===== src/rtl/perfmon_pkg.sv =====
package perfmon_pkg;
  localparam int DW    = 32;
  localparam int AW    = 4;
  localparam int SELW  = 5;
  localparam int CODEW = 8;

  localparam logic [AW-1:0] A_CTRL  = 4'd0;
  localparam logic [AW-1:0] A_ENSET = 4'd1;
  localparam logic [AW-1:0] A_ENCLR = 4'd2;
  localparam logic [AW-1:0] A_SEL   = 4'd3;
  localparam logic [AW-1:0] A_TYPE  = 4'd4;
  localparam logic [AW-1:0] A_EVCNT = 4'd5;
  localparam logic [AW-1:0] A_CYC   = 4'd6;
  localparam logic [AW-1:0] A_USER  = 4'd7;
  localparam logic [AW-1:0] A_OVF   = 4'd8;
  localparam logic [AW-1:0] A_AUTH  = 4'd9;

  localparam int C_EN    = 0;
  localparam int C_EVRST = 1;
  localparam int C_CYRST = 2;
  localparam int C_DIV   = 3;
  localparam int C_DP    = 5;
  localparam int CYC_BIT = 31;
endpackage


===== src/rtl/perfmon_acl.sv =====
module perfmon_acl
  import perfmon_pkg::*;
(
  input  logic          req,
  input  logic [AW-1:0] addr,
  input  logic          priv,
  input  logic          user_en,
  output logic          allow,
  output logic          fault
);
  // Unprivileged: refused when user access is off, and always for the user-access register.
  always_comb begin
    fault = req & ~priv & (~user_en | (addr == A_USER));
    allow = req & ~fault;
  end
endmodule


===== src/rtl/perfmon_evcnt.sv =====
module perfmon_evcnt
  import perfmon_pkg::*;
#(
  parameter int NIN = 32
) (
  input  logic             clk,
  input  logic             rst,
  input  logic             clr,
  input  logic             wr_cnt,
  input  logic             wr_type,
  input  logic [DW-1:0]    wdata,
  input  logic [NIN-1:0]   evt_in,
  input  logic             run,
  output logic [DW-1:0]    cnt,
  output logic [CODEW-1:0] code,
  output logic             wrap
);
  logic hit;
  logic inc;

  always_comb begin
    hit = 1'b0;
    for (int i = 0; i < NIN; i++)
      if (code == CODEW'(i)) hit = evt_in[i];
  end

  assign inc  = run & hit;
  assign wrap = inc & ~clr & ~wr_cnt & (cnt == {DW{1'b1}});

  always_ff @(posedge clk) begin
    if (rst) begin
      cnt  <= '0;
      code <= '0;
    end else begin
      if (wr_type) code <= wdata[CODEW-1:0];
      if (clr)         cnt <= '0;
      else if (wr_cnt) cnt <= wdata;
      else if (inc)    cnt <= cnt + 1'b1;
    end
  end
endmodule


===== src/rtl/perfmon_cyccnt.sv =====
module perfmon_cyccnt
  import perfmon_pkg::*;
#(
  parameter int PRE_W = 6
) (
  input  logic          clk,
  input  logic          rst,
  input  logic          clr,
  input  logic          wr,
  input  logic [DW-1:0] wdata,
  input  logic          run,
  input  logic          div,
  output logic [DW-1:0] cnt,
  output logic          wrap
);
  logic [PRE_W-1:0] pre;
  logic             tick;

  assign tick = run & (~div | (pre == {PRE_W{1'b1}}));
  assign wrap = tick & ~clr & ~wr & (cnt == {DW{1'b1}});

  always_ff @(posedge clk) begin
    if (rst) begin
      cnt <= '0;
      pre <= '0;
    end else begin
      if (clr)      pre <= '0;
      else if (run) pre <= pre + 1'b1;
      if (clr)       cnt <= '0;
      else if (wr)   cnt <= wdata;
      else if (tick) cnt <= cnt + 1'b1;
    end
  end
endmodule


===== src/rtl/perfmon_unit.sv =====
module perfmon_unit
  import perfmon_pkg::*;
#(
  parameter int NUM_CNT    = 4,
  parameter int NUM_EVT_IN = 32,
  parameter int PRE_W      = 6
) (
  input  logic                  clk,
  input  logic                  rst,
  input  logic                  bus_req,
  input  logic                  bus_we,
  input  logic [AW-1:0]         bus_addr,
  input  logic [DW-1:0]         bus_wdata,
  input  logic                  bus_priv,
  output logic                  bus_ack,
  output logic [DW-1:0]         bus_rdata,
  output logic                  bus_fault,
  input  logic                  dbg_inv_en,
  input  logic                  dbg_ninv_en,
  input  logic [NUM_EVT_IN-1:0] evt_in
);
  logic                   allow, fault, wr, rd;
  logic                   ctrl_en, ctrl_div, ctrl_dp;
  logic [NUM_CNT-1:0]     cnt_en;
  logic                   cyc_en;
  logic [SELW-1:0]        sel_q;
  logic                   user_en;
  logic [NUM_CNT-1:0]     ov_ev;
  logic                   ov_cyc;
  logic                   sel_ok, auth_ok;
  logic                   ev_rst, cyc_rst;
  logic [DW-1:0]          ev_cnt [NUM_CNT];
  logic [CODEW-1:0]       ev_code [NUM_CNT];
  logic [NUM_CNT-1:0]     ev_wrap;
  logic [DW*NUM_CNT-1:0]  ev_flat;
  logic [DW-1:0]          cyc_val;
  logic                   cyc_wrap;
  logic [DW-1:0]          en_word, ovf_word, rmux, sel_cnt;
  logic [CODEW-1:0]       sel_code;
  logic                   unused_wdata;

  assign unused_wdata = ^bus_wdata;

  perfmon_acl u_acl (
    .req(bus_req), .addr(bus_addr), .priv(bus_priv), .user_en(user_en),
    .allow(allow), .fault(fault)
  );

  assign wr      = allow & bus_we;
  assign rd      = allow & ~bus_we;
  assign ev_rst  = wr & (bus_addr == A_CTRL) & bus_wdata[C_EVRST];
  assign cyc_rst = wr & (bus_addr == A_CTRL) & bus_wdata[C_CYRST];
  assign sel_ok  = (sel_q < SELW'(NUM_CNT));
  assign auth_ok = dbg_inv_en | dbg_ninv_en;

  for (genvar g = 0; g < NUM_CNT; g++) begin : g_ev
    perfmon_evcnt #(.NIN(NUM_EVT_IN)) u_ev (
      .clk(clk), .rst(rst), .clr(ev_rst),
      .wr_cnt(wr & (bus_addr == A_EVCNT) & sel_ok & (sel_q == SELW'(g))),
      .wr_type(wr & (bus_addr == A_TYPE) & sel_ok & (sel_q == SELW'(g))),
      .wdata(bus_wdata), .evt_in(evt_in),
      .run(ctrl_en & cnt_en[g] & auth_ok),
      .cnt(ev_cnt[g]), .code(ev_code[g]), .wrap(ev_wrap[g])
    );
    assign ev_flat[g*DW +: DW] = ev_cnt[g];
  end

  perfmon_cyccnt #(.PRE_W(PRE_W)) u_cyc (
    .clk(clk), .rst(rst), .clr(cyc_rst),
    .wr(wr & (bus_addr == A_CYC)), .wdata(bus_wdata),
    .run(ctrl_en & cyc_en & ~(ctrl_dp & ~auth_ok)),
    .div(ctrl_div), .cnt(cyc_val), .wrap(cyc_wrap)
  );

  always_ff @(posedge clk) begin
    if (rst) begin
      ctrl_en  <= 1'b0;
      ctrl_div <= 1'b0;
      ctrl_dp  <= 1'b0;
      cnt_en   <= '0;
      cyc_en   <= 1'b0;
      sel_q    <= '0;
      user_en  <= 1'b0;
      ov_ev    <= '0;
      ov_cyc   <= 1'b0;
    end else begin
      if (wr && bus_addr == A_CTRL) begin
        ctrl_en  <= bus_wdata[C_EN];
        ctrl_div <= bus_wdata[C_DIV];
        ctrl_dp  <= bus_wdata[C_DP];
      end
      if (wr && bus_addr == A_ENSET) begin
        cnt_en <= cnt_en | bus_wdata[NUM_CNT-1:0];
        cyc_en <= cyc_en | bus_wdata[CYC_BIT];
      end
      if (wr && bus_addr == A_ENCLR) begin
        cnt_en <= cnt_en & ~bus_wdata[NUM_CNT-1:0];
        cyc_en <= cyc_en & ~bus_wdata[CYC_BIT];
      end
      if (wr && bus_addr == A_SEL)  sel_q   <= bus_wdata[SELW-1:0];
      if (wr && bus_addr == A_USER) user_en <= bus_wdata[0];
      ov_ev  <= (ov_ev & ~((wr && bus_addr == A_OVF) ? bus_wdata[NUM_CNT-1:0] : '0)) | ev_wrap;
      ov_cyc <= (ov_cyc & ~((wr && bus_addr == A_OVF) & bus_wdata[CYC_BIT])) | cyc_wrap;
    end
  end

  always_comb begin
    en_word = '0;
    en_word[NUM_CNT-1:0] = cnt_en;
    en_word[CYC_BIT] = cyc_en;
    ovf_word = '0;
    ovf_word[NUM_CNT-1:0] = ov_ev;
    ovf_word[CYC_BIT] = ov_cyc;
    sel_cnt  = '0;
    sel_code = '0;
    for (int i = 0; i < NUM_CNT; i++)
      if (sel_q == SELW'(i)) begin
        sel_cnt  = ev_cnt[i];
        sel_code = ev_code[i];
      end
  end

  always_comb begin
    rmux = '0;
    case (bus_addr)
      A_CTRL: begin
        rmux[C_EN]  = ctrl_en;
        rmux[C_DIV] = ctrl_div;
        rmux[C_DP]  = ctrl_dp;
      end
      A_ENSET, A_ENCLR: rmux = en_word;
      A_SEL:   rmux[SELW-1:0] = sel_q;
      A_TYPE:  rmux[CODEW-1:0] = sel_code;
      A_EVCNT: rmux = sel_cnt;
      A_CYC:   rmux = cyc_val;
      A_USER:  rmux[0] = user_en;
      A_OVF:   rmux = ovf_word;
      A_AUTH:  rmux[1:0] = {dbg_ninv_en, dbg_inv_en};
      default: rmux = '0;
    endcase
  end

  always_ff @(posedge clk) begin
    if (rst) begin
      bus_ack   <= 1'b0;
      bus_fault <= 1'b0;
      bus_rdata <= '0;
    end else begin
      bus_ack   <= bus_req;
      bus_fault <= fault;
      bus_rdata <= rd ? rmux : '0;
    end
  end
endmodule


===== config.mk =====
export PLATFORM = sky130hd
export DESIGN_NAME = perfmon_unit
export DESIGN_NICKNAME = d
export VERILOG_FILES = /design/src/rtl/perfmon_pkg.sv /design/src/rtl/perfmon_acl.sv /design/src/rtl/perfmon_evcnt.sv /design/src/rtl/perfmon_cyccnt.sv /design/src/rtl/perfmon_unit.sv
export SDC_FILE = /design/constraint.sdc
export NUM_CORES = 1
export LEC_CHECK = 0
export BUFFER_PORTS_ARGS = -buffer_cell sky130_fd_sc_hd__clkbuf_2
export CORE_MARGIN = 4
export CORE_UTILIZATION = 30
export DETAILED_ROUTE_END_ITERATION = 12
export GPL_ROUTABILITY_DRIVEN = 0
export PLACE_DENSITY = 0.5
export SLEW_MARGIN = 10
export SYNTH_ARGS = -nofsm -noshare
export SYNTH_HDL_FRONTEND = slang
export SYNTH_HIERARCHICAL = 1
export SYNTH_SLANG_ARGS = --single-unit

===== constraint.sdc =====
create_clock -name clk -period 3.3 [get_ports clk]
set_clock_uncertainty 0.1 [all_clocks]
set_input_delay 0.165 -clock clk [delete_from_list [all_inputs] [get_ports clk]]
set_output_delay 0.165 -clock clk [all_outputs]
set_load 0.01 [all_outputs]

==> flow_summary.toml <==
[power_and_ir_drop]
irDropWorstVdd_mv = 0.264
cellLeakagePower_nw = 6.14
power_density_mw_per_mm2 = 371

[routing]
drc = 0
wl_um = 66300
dr.pass1.iters = 6
dr.first_iter.drc_count = 1789
vias_per_cell = 5.67
dr_total_vias = 16500
avgRoutedWirePerCell_um = 22.7
postRouteAntennaNets = 0

[critical_path]
critPathMaxStageDelay_ps = 670
worstSetupEndpointType = "flip-flop"
crit_path_top_delay_cell = "dfxtp_1"
cp.buffers_inverters = 2
worstPathMaxFanout = 26
cp.required_ps = 3640
arrival_ps = 3440
path_cells = "buf_4 > nand4b_1 > o21ai_0 > o31ai_1 > a311oi_2 > o211ai_4 > buf_12 > a211oi_2 > and4_1 > o311a_1"
worstSetupPathType = "flip-flop to flip-flop"
crit_family = "compound AO/OA/AOI/OAI gates"
start_kind = "flip-flop"

[cts]
clk_latency_ps = 550
clk_path_buf_depth = 3
clk_pin_slew_ps = 60
postCtsSetupBuffers = 0
cts_tree = "built"
cts_max_level = 2
numCtsBuffers = 34
cts_num_sinks = 251
clockRootBuffer = "clkbuf_16"

[layout]
layout_commonest_cell = "dfxtp_1"
area.growth.synth_to_final_pct = 17.9
drive_above_1_share_pct = 19.5
layout_common_cells = "249 x dfxtp_1, 183 x a21oi_1, 169 x o21ai_0, 142 x nor2_1, 142 x nand2_1"
nNetsFinal = 2217

[job]
max_cap_violations = 0

[logic_synthesis]
synthArstFlopShare_pct = 0
synth_fa_ha_area_share_pct = 0.500
synth_top_family_by_area = "compound AO/OA/AOI/OAI gates"
syn_area_mm2 = 0.0170
syn_inst = 2022
syn_avg_cell_area_um2 = 8.42
yosys.area.top_type_share_pct = 29.5
synthesis.nets = 2103
ys_seq_elements = 251
synth_cell_types = 85
netlist.top_cell.by_area = "dfxtp_1"
ys_top_cells_by_area = "dfxtp_1 30%, xnor2_1 5.9%, a21oi_1 5.4%, mux2i_1 5.1%, o21ai_0 5.0%"
synth_edf_count = 0
muxShareOfSynthArea_pct = 8.43
synth-compound-area-share_pct = 28.5
synth-simple-area-share_pct = 20.8
ys_warn_count = 6
ys_seq_area_share_pct = 29.5
synth_xor_area_share_pct = 6.53
synth_flop_cell = "dfxtp_1"

[sta]
hold_viol = 0
slew_violations = 0
timing.slew.headroom_pct = 51.0
rsz0062_at_grt = "false"
finalCriticalPeriod_ps = 3100
worst_slew_pin_slew_ps = 729
setup_viol = 0
fin_ws_ps = 197
period_share_pct = 94.0
max_freq_mhz = 322
setup-tns-final_ps = 0

[global_routing]
antenna_found_initial = 11
grt_start_max_net_pins = 55
overflow = 0
grt_pass1_vias = 15800
grt_usage_pct = 21.2
grt_pass1_wl_um = 99200

[floorplanning]
die_h_um = 246
coreArea_mm2 = 0.0563
die_area_mm2 = 0.0606
row_count = 87
start_util_pct = 30.2
io_pins = 109
fp.dieW_um = 246

[worst_hold_path]
hp-class = "primary input to flip-flop"

[placement]
port_buffers = 108
place_ws_ps = 273
dpl.hpwl_um = 48900

[outcome]
status = "completed"
cell usage after synthesis (12+ instances only):
cell type,number
dfxtp_1,251
o21ai_1,25
nor2b_1,16
inv_1,56
nand2b_1,22
and4_1,21
and2_1,21
mux2i_1,86
buf_4,14
nand3b_1,25
o22ai_1,28
or3_1,16
a31oi_1,23
o31ai_1,15
a22oi_1,18
a2111oi_4,24
mux4_2,15
nor2_1,146
a21oi_1,183
or2_2,15
nor3_1,20
a2111oi_2,16
a211oi_1,71
o21ai_0,169
nand4_1,32
nand3_1,58
nor3b_1,12
xnor2_1,114
nand2_1,142
mux2_2,21
clkbuf_1,76
and3_1,24
buf_2,55
xor2_1,13
layer usage:
metal  global-route usage, %  up-vias  wire [µm]
met3                    3.72       99       4880
li1                        -     7744          -
met5                       0        -         13
met2                    33.2      629      29700
met1                    30.2     8071      30100
met4                    5.52        2       1620
sequential cells by signal, summed over array words and instances (netlist names), named ones only:
name	flops
u_cyc/pre	6
user_en	1
ov_ev	4
u_cyc/cnt	32
sel_q	5
bus_ack	1
bus_fault	1
ctrl_dp	1
g_ev.u_ev/cnt	128
ctrl_div	1
ctrl_en	1
ov_cyc	1
bus_rdata	32
g_ev.u_ev/code	32
worst paths after layout:
kind	startpoint	endpoint	slack [ps]	cells after the start
setup / recovery	g_ev[0].u_ev/code[1]$_SDFFE_PP0P_	g_ev[0].u_ev/cnt[25]$_SDFFE_PP0P_	200	10
hold / removal	bus_wdata[28]	g_ev[2].u_ev/cnt[28]$_SDFFE_PP0P_	20	3
hold reg to reg	ctrl_dp$_SDFFE_PP0P_	ctrl_dp$_SDFFE_PP0P_	390	2
setup reg to reg	g_ev[0].u_ev/code[1]$_SDFFE_PP0P_	g_ev[0].u_ev/cnt[25]$_SDFFE_PP0P_	200	10
per-stage QoR:
| step | cells | power [W] | util, % | hold slack [ps] | area (µm²) |
|---|---|---|---|---|---|
| detailed placement | 2829 | 0.00361 | 33.1 | 361 | 18600 |
| floorplan | 2022 | 0.00335 | - | 137 | 17000 |
| finish | 2917 | 0.00745 | 35.7 | 16.5 | 20100 |
| CTS | 2916 | 0.00753 | 35.6 | 11.1 | 20100 |
| global route | 2916 | 0.00768 | 35.7 | 7.48 | 20100 |
| global placement | 2829 | 0.00361 | 33.1 | 347 | 18600 |
worst register-to-register path, stage by stage, from the launching register on:
cell and delay [ps]:
dfxtp_1 670, buf_4 260, nand4b_1 110, o21ai_0 90, o31ai_1 340, a311oi_2 200
o211ai_4 270, buf_12 240, a211oi_2 160, and4_1 230, o311a_1 310
power breakdown:
group          switching (W)  internal (W)  leakage [nW]  total [W]
sequential         0.0000148       0.00304          2.02    0.00306
combinational       0.000359      0.000164          3.56   0.000523
clock                0.00149       0.00238         0.557    0.00387
total                0.00186       0.00559          6.14    0.00745
final cells by class:
cell class	count	area, µm²
clock inverters	10	164
diodes	1	2.50
multi-input cells	1554	11100
repair buffers	234	1650
flip-flops and latches	251	5030
clock buffers	50	982
well taps	756	946
fillers	5804	36200
inverters	61	229
logic make-up after synthesis:
| logic type | count (synthesis) |
|---|---|
| DFF | 251 |
| adders and majority gates | 7 |
| and+or+nand+nor | 631 |
| xor gates and xnor gates | 127 |
| muxes | 122 |
| AOI/OAI and AO/OA | 667 |
| buffers and inverters | 217 |
repair_timing:
action,CTS,global route
hold endpoints to repair,94,0
hold buffers,27,0
gates resized for setup,0,1
endpoints found under the setup margin,0,1
Power figures use the tool's default switching activity.
